===== src/rtl/icp_pkg.sv =====
package icp_pkg;
  typedef enum logic [1:0] {
    OP_ACCEPT  = 2'd0,
    OP_SET_CUR = 2'd1,
    OP_SET_IPI = 2'd2,
    OP_EOI     = 2'd3
  } icp_op_e;
endpackage


===== src/rtl/icp_prio_cmp.sv =====
// Decides whether a candidate interrupt may be presented: it must beat the
// current priority and must be strictly more favoured than any pending one.
module icp_prio_cmp #(
  parameter int PRIO_W = 8
) (
  input  logic [PRIO_W-1:0] cand_prio,
  input  logic [PRIO_W-1:0] cur_prio,
  input  logic              pend_valid,
  input  logic [PRIO_W-1:0] pend_prio,
  output logic              wins
);
  always_comb begin
    wins = (cand_prio < cur_prio) && !(pend_valid && (pend_prio <= cand_prio));
  end
endmodule


===== src/rtl/icp_strobe.sv =====
// One-cycle registered strobe with a payload held under a clock enable.
module icp_strobe #(
  parameter int W = 24
) (
  input  logic         clk,
  input  logic         rst_n,
  input  logic         set_i,
  input  logic [W-1:0] data_i,
  output logic         valid_o,
  output logic [W-1:0] data_o
);
  always_ff @(posedge clk or negedge rst_n) begin
    if (!rst_n) begin
      valid_o <= 1'b0;
      data_o  <= '0;
    end else begin
      valid_o <= set_i;
      if (set_i) data_o <= data_i;
    end
  end
endmodule


===== src/rtl/irq_pres_ctrl.sv =====
module irq_pres_ctrl #(
  parameter int PRIO_W  = 8,
  parameter int SRC_W   = 24,
  parameter int IPI_SRC = 2
) (
  input  logic                    clk,
  input  logic                    rst_n,
  input  logic                    offer_valid,
  input  logic [SRC_W-1:0]        offer_src,
  input  logic [PRIO_W-1:0]       offer_prio,
  input  logic                    op_valid,
  input  logic [1:0]              op_code,
  input  logic [PRIO_W+SRC_W-1:0] op_data,
  output logic                    irq_out,
  output logic                    acc_valid,
  output logic [PRIO_W+SRC_W-1:0] acc_data,
  output logic                    rej_valid,
  output logic [SRC_W-1:0]        rej_src,
  output logic                    off_rej_valid,
  output logic [SRC_W-1:0]        off_rej_src,
  output logic                    eoi_valid,
  output logic [SRC_W-1:0]        eoi_src,
  output logic                    resend_req
);
  import icp_pkg::*;

  localparam int WORD_W = PRIO_W + SRC_W;
  localparam logic [SRC_W-1:0] IPI_NUM = SRC_W'(IPI_SRC);

  // state
  logic [PRIO_W-1:0] cppr_q, cppr_d;
  logic [SRC_W-1:0]  xisr_q, xisr_d;
  logic [PRIO_W-1:0] pprio_q, pprio_d;
  logic [PRIO_W-1:0] mfrr_q, mfrr_d;
  logic              irq_q, irq_d;
  logic              resend_q, resend_d;

  // strobe requests
  logic rej_set, offrej_set, eoi_set, acc_set;

  // decode
  icp_op_e           op;
  logic              pend, offer_live;
  logic [PRIO_W-1:0] op_lo, op_hi;
  logic [PRIO_W-1:0] ipi_cand, ipi_cur;
  logic              ipi_win, offer_win;

  always_comb begin
    op         = icp_op_e'(op_code);
    pend       = (xisr_q != '0);
    offer_live = offer_valid && (offer_src != '0);
    op_lo      = op_data[PRIO_W-1:0];
    op_hi      = op_data[WORD_W-1 -: PRIO_W];
    ipi_cand   = (op == OP_SET_IPI) ? op_lo : mfrr_q;
    case (op)
      OP_SET_IPI: ipi_cur = cppr_q;
      OP_EOI:     ipi_cur = op_hi;
      default:    ipi_cur = op_lo;
    endcase
  end

  icp_prio_cmp #(.PRIO_W(PRIO_W)) u_ipi_cmp (
    .cand_prio (ipi_cand),
    .cur_prio  (ipi_cur),
    .pend_valid(pend),
    .pend_prio (pprio_q),
    .wins      (ipi_win)
  );

  icp_prio_cmp #(.PRIO_W(PRIO_W)) u_offer_cmp (
    .cand_prio (offer_prio),
    .cur_prio  (cppr_q),
    .pend_valid(pend),
    .pend_prio (pprio_q),
    .wins      (offer_win)
  );

  // next state
  always_comb begin
    cppr_d     = cppr_q;
    xisr_d     = xisr_q;
    pprio_d    = pprio_q;
    mfrr_d     = mfrr_q;
    irq_d      = irq_q;
    resend_d   = 1'b0;
    rej_set    = 1'b0;
    offrej_set = 1'b0;
    eoi_set    = 1'b0;
    acc_set    = 1'b0;
    if (op_valid) begin
      offrej_set = offer_live;
      case (op)
        OP_ACCEPT: begin
          acc_set = 1'b1;
          irq_d   = 1'b0;
          xisr_d  = '0;
          cppr_d  = pprio_q;
        end
        OP_SET_CUR: begin
          cppr_d = op_lo;
          if (op_lo < cppr_q) begin
            if (pend && (op_lo <= pprio_q)) begin
              rej_set = 1'b1;
              xisr_d  = '0;
              irq_d   = 1'b0;
            end
          end else if (!pend) begin
            resend_d = 1'b1;
            if (ipi_win) begin
              xisr_d  = IPI_NUM;
              pprio_d = ipi_cand;
              irq_d   = 1'b1;
            end
          end
        end
        OP_SET_IPI: begin
          mfrr_d = op_lo;
          if (ipi_win) begin
            rej_set = pend;
            xisr_d  = IPI_NUM;
            pprio_d = ipi_cand;
            irq_d   = 1'b1;
          end
        end
        default: begin
          cppr_d  = op_hi;
          eoi_set = 1'b1;
          if (!pend) begin
            resend_d = 1'b1;
            if (ipi_win) begin
              xisr_d  = IPI_NUM;
              pprio_d = ipi_cand;
              irq_d   = 1'b1;
            end
          end
        end
      endcase
    end else if (offer_live) begin
      if (offer_win) begin
        rej_set = pend;
        xisr_d  = offer_src;
        pprio_d = offer_prio;
        irq_d   = 1'b1;
      end else begin
        offrej_set = 1'b1;
      end
    end
  end

  // registers
  always_ff @(posedge clk or negedge rst_n) begin
    if (!rst_n) begin
      cppr_q   <= '0;
      xisr_q   <= '0;
      pprio_q  <= '0;
      mfrr_q   <= '1;
      irq_q    <= 1'b0;
      resend_q <= 1'b0;
    end else begin
      cppr_q   <= cppr_d;
      xisr_q   <= xisr_d;
      pprio_q  <= pprio_d;
      mfrr_q   <= mfrr_d;
      irq_q    <= irq_d;
      resend_q <= resend_d;
    end
  end

  icp_strobe #(.W(SRC_W)) u_rej (
    .clk(clk), .rst_n(rst_n), .set_i(rej_set), .data_i(xisr_q),
    .valid_o(rej_valid), .data_o(rej_src)
  );

  icp_strobe #(.W(SRC_W)) u_offrej (
    .clk(clk), .rst_n(rst_n), .set_i(offrej_set), .data_i(offer_src),
    .valid_o(off_rej_valid), .data_o(off_rej_src)
  );

  icp_strobe #(.W(SRC_W)) u_eoi (
    .clk(clk), .rst_n(rst_n), .set_i(eoi_set), .data_i(op_data[SRC_W-1:0]),
    .valid_o(eoi_valid), .data_o(eoi_src)
  );

  icp_strobe #(.W(WORD_W)) u_acc (
    .clk(clk), .rst_n(rst_n), .set_i(acc_set), .data_i({cppr_q, xisr_q}),
    .valid_o(acc_valid), .data_o(acc_data)
  );

  assign irq_out    = irq_q;
  assign resend_req = resend_q;
endmodule


===== config.mk =====
export PLATFORM = sky130hd
export DESIGN_NAME = irq_pres_ctrl
export DESIGN_NICKNAME = d
export VERILOG_FILES = /design/src/rtl/icp_pkg.sv /design/src/rtl/icp_prio_cmp.sv /design/src/rtl/icp_strobe.sv /design/src/rtl/irq_pres_ctrl.sv
export SDC_FILE = /design/constraint.sdc
export NUM_CORES = 1
export LEC_CHECK = 0
export BUFFER_PORTS_ARGS = -buffer_cell sky130_fd_sc_hd__buf_2
export CAP_MARGIN = 20
export CORE_UTILIZATION = 50
export DETAILED_ROUTE_END_ITERATION = 10
export PLACE_DENSITY = 0.77
export SLEW_MARGIN = 5
export SYNTH_ARGS = -nofsm -noshare
export SYNTH_HDL_FRONTEND = slang
export SYNTH_SLANG_ARGS = --single-unit

===== constraint.sdc =====
create_clock -name clk -period 6.8 [get_ports clk]
set_input_delay 1.7 -clock clk [delete_from_list [all_inputs] [get_ports clk]]
set_output_delay 1.7 -clock clk [all_outputs]
set_load 0.1 [all_outputs]

==> impl_metrics.tcl <==
set metrics [dict create \
    crit_chain "buf_2 -> inv_1 -> ha_1 -> buf_4 -> mux2i_1 -> ha_1 -> nor2b_1 -> a2111oi_2 -> o21a_1 -> o21ai_1 -> and4_1 -> nand2_2 -> a31oi_1" \
    yosysTopAreaCell "dfrtp_1" \
    slowest_delay_ps 620 \
    worstSetupPathDepth 13 \
    areaGrowthSynthToFinish_pct 18.19 \
    first_pass_iters 5 \
    power.total_w 0.005075 \
    vias_per_cell 5.945 \
    root_buffer "clkbuf_16" \
    synth_area_per_cell_um2 10.30 \
    synth_top_area_share_pct 42.18 \
    path_delay_family "simple AND/OR/NAND/NOR gates" \
    tns_ps 0 \
    max_cap_viol_count 0 \
    final_cell_count_no_fill 1259 \
    yosysWarningCount 0 \
    worstSetupEndpointType "flop" \
    n_fill_cell 1418 \
    status "completed" \
    crit_start "op_code[0]" \
    path_clk_slew_ps 70 \
    postSynthCellCount 864 \
    cp.required_ps 7050 \
    r2r-end "u_rej.data_o[12]" \
    hold_slack_ps 473.0 \
    nNetsFinal 1140 \
    fin_skew_ps 8.711 \
    grt_pass1_wl_um 37630 \
    synth_area_leaders "dfrtp_1 (42%), ha_1 (6.9%), mux2_2 (5.7%), o21ai_0 (4.3%), o211ai_2 (3.9%)" \
    antenna_found_initial 0 \
    crit_fanout 24 \
    register_area_mm2 0.003964 \
    io_pins 180 \
    rsz0062_at_grt "false" \
    worst_pin_slew_ps 917.4 \
    cts_tree "yes" \
    die_h_um 135.4 \
    path_common_cell "ha_1" \
    vdd_drop_max_mv 0.4040 \
    endpoint "u_rej.valid_o" \
    ys_seq_area_share_pct 44.54 \
    synth_edf_count 0 \
    synth_ff_type "dfrtp_1" \
    total_leakage_power_nw 4.919 \
    routed_wl_um 23630 \
    cts.hold.buffers_added 0 \
    setup_viol 0 \
    ant_nets 0 \
    reg2regPathDepth 10 \
    final_area_mm2 0.01052 \
    post_cts_buffers 0 \
    synth_seq_cells 158 \
    hold_viol 0 \
    min_period_ps 5073 \
    worstHoldPathType "reg -> reg" \
    startpoint_type "input pin" \
    drt-initial-drc-count 593 \
    synth_cell_types 64 \
    cp_slowest_cell "ha_1" \
    r2r_slack_ps 3470 \
    cp.arrival_ps 5320 \
    most-common-layout-cells "buf_2 (178), dfrtp_1 (150), nand2_1 (92), o21ai_0 (76), inv_1 (67)" \
    track_usage_pct 26.57 \
    r2r-start "cppr_q[5]" \
    maxSlewHeadroom_pct 38.84 \
    h-tree-depth 4 \
    min_period_over_period_pct 74.61 \
    cts_resized 0 \
    syn_nets 983 \
    grt-ovfl-total 0 \
    post_dp_cell_area_mm2 0.009884 \
    maxSlewViolCount 0 \
    vias 7485 \
    async_flop_share_pct 100.0 \
    cts_buffers 17 \
    grt_pass1_vias 7189 \
    cp_num_buf_inv 3 \
    grt_max_degree 103 \
    wire_per_inst_um 18.77 \
    io_buffers 179 \
    chipWidth_um 135.4 \
    hpwlAfterDp_um 16340 \
    num_rows 48 \
    place_congestion 0.8970 \
    cts_max_path_buffers 2 \
    drive_gt1_share_pct 34.14 \
    p_per_area_mw_per_mm2 482.5 \
    multi_input_area_mm2 0.004399 \
    initial_core_util_pct 51.28 \
    core-area_mm2 0.01736 \
    clk_latency_ps 430 \
    syn_area_mm2 0.008900 \
    drc 0 \
    diodes 0 \
    cts_sinks 158 \
    final_common_cell "buf_2" \
    fmax_mhz 197.1 \
    post-place-cells 1225 \
    die_area_mm2 0.01834 \
    crit_type "in -> reg" \
]
==> synthesized netlist by cell type, types with 2 or more instances <==
| cell | instances |
|---|---|
| o211ai_1 | 7 |
| nand4_1 | 9 |
| buf_6 | 6 |
| a2bb2oi_1 | 2 |
| and3_1 | 2 |
| o2111ai_1 | 3 |
| a22o_1 | 2 |
| buf_4 | 5 |
| a2111oi_2 | 2 |
| buf_8 | 2 |
| a22oi_1 | 8 |
| a21oi_1 | 48 |
| a211oi_1 | 10 |
| dfstp_2 | 8 |
| dfrtp_1 | 150 |
| o21ai_2 | 9 |
| clkbuf_1 | 25 |
| nor2b_1 | 4 |
| o21ai_1 | 13 |
| mux2i_1 | 6 |
| o2111ai_2 | 21 |
| nand2b_1 | 4 |
| nor3_1 | 2 |
| inv_1 | 67 |
| o21ai_0 | 76 |
| ha_1 | 49 |
| a211o_1 | 2 |
| o211ai_2 | 28 |
| nand2_1 | 93 |
| nor4_1 | 12 |
| or3_1 | 4 |
| nor2_1 | 26 |
| nand3_1 | 31 |
| mux2_2 | 45 |
| o21a_1 | 13 |
| buf_2 | 13 |
| buf_1 | 3 |
| a32o_1 | 25 |
| a21o_1 | 3 |
| o211a_1 | 2 |
==> flip-flops by register name, indices dropped and copies added, names as in the netlist, 8 cells and up <==
signal / flops
cppr_q: 8
mfrr_q: 8
pprio_q: 8
u_acc.data_o: 32
u_eoi.data_o: 24
u_offrej.data_o: 24
u_rej.data_o: 24
xisr_q: 24
==> kinds of logic after synthesis <==
kind of cell / Yosys count / share of synthesized area [%]
simple gates: 194 / 9.996
buf+inv: 122 / 6.298
xor+xnor: 1 / 0.09843
fa+ha+maj: 49 / 6.889
compound gates: 288 / 25.66
flops: 158 / 44.54
mux: 52 / 6.523
==> layout make-up <==
type,count,share of cell area [%]
tap,225,2.676
clock buffer,17,4.044
inverter,68,2.427
clock inverter,15,1.653
multi-input combinational,584,41.82
sequential,158,37.68
timing repair buffer,192,9.694
==> worst register-to-register path: cells and delay by family (launching register included) <==
kind	cells	cell delay, ps
AOI/OAI and AO/OA	6	1470
and+or+nand+nor	1	480
adders and majority gates	1	300
buffers and inverters	2	550
DFF	1	400
==> how the worst min path moves through the flow <==
stage | end | cells past startpoint | start | slack [ps]
6_report | u_eoi.data_o[5] | 2 | u_eoi.data_o[5] | 470
5_1_grt | u_eoi.data_o[5] | 2 | u_eoi.data_o[5] | 500
4_1_cts | u_acc.data_o[18] | 2 | u_acc.data_o[18] | 480
3_5_place_dp | u_eoi.data_o[5] | 2 | u_eoi.data_o[5] | 460
3_3_place_gp | u_eoi.data_o[3] | 2 | u_eoi.data_o[3] | 460
2_1_floorplan | mfrr_q[2] | 2 | mfrr_q[2] | 480
==> metal layers <==
layer | wire (µm) | global-route usage [%] | vias up
met1 | 10300 | 35.68 | 3593
met2 | 10870 | 42.22 | 371
li1 | - | - | 3494
met4 | 519 | 9.301 | 0
met5 | 0 | 0 | -
met3 | 1944 | 5.874 | 27
==> metrics by stage <==
stage                     utilization, %  worst slack [ps]
final                              60.60              1727
after global routing               60.60              1458
after CTS                          60.40              1795
after detailed placement           56.95              1380
after global placement             56.95              1457
after floorplan                        -              2094
==> report_power, final <==
part	switching [W]	leakage [nW]	internal, W
Clock	0.000442	0.287	0.000523
Combinational	0.00211	2.66	0.000593
Sequential	0.000212	1.97	0.00120
Power figures use the tool's default switching activity.
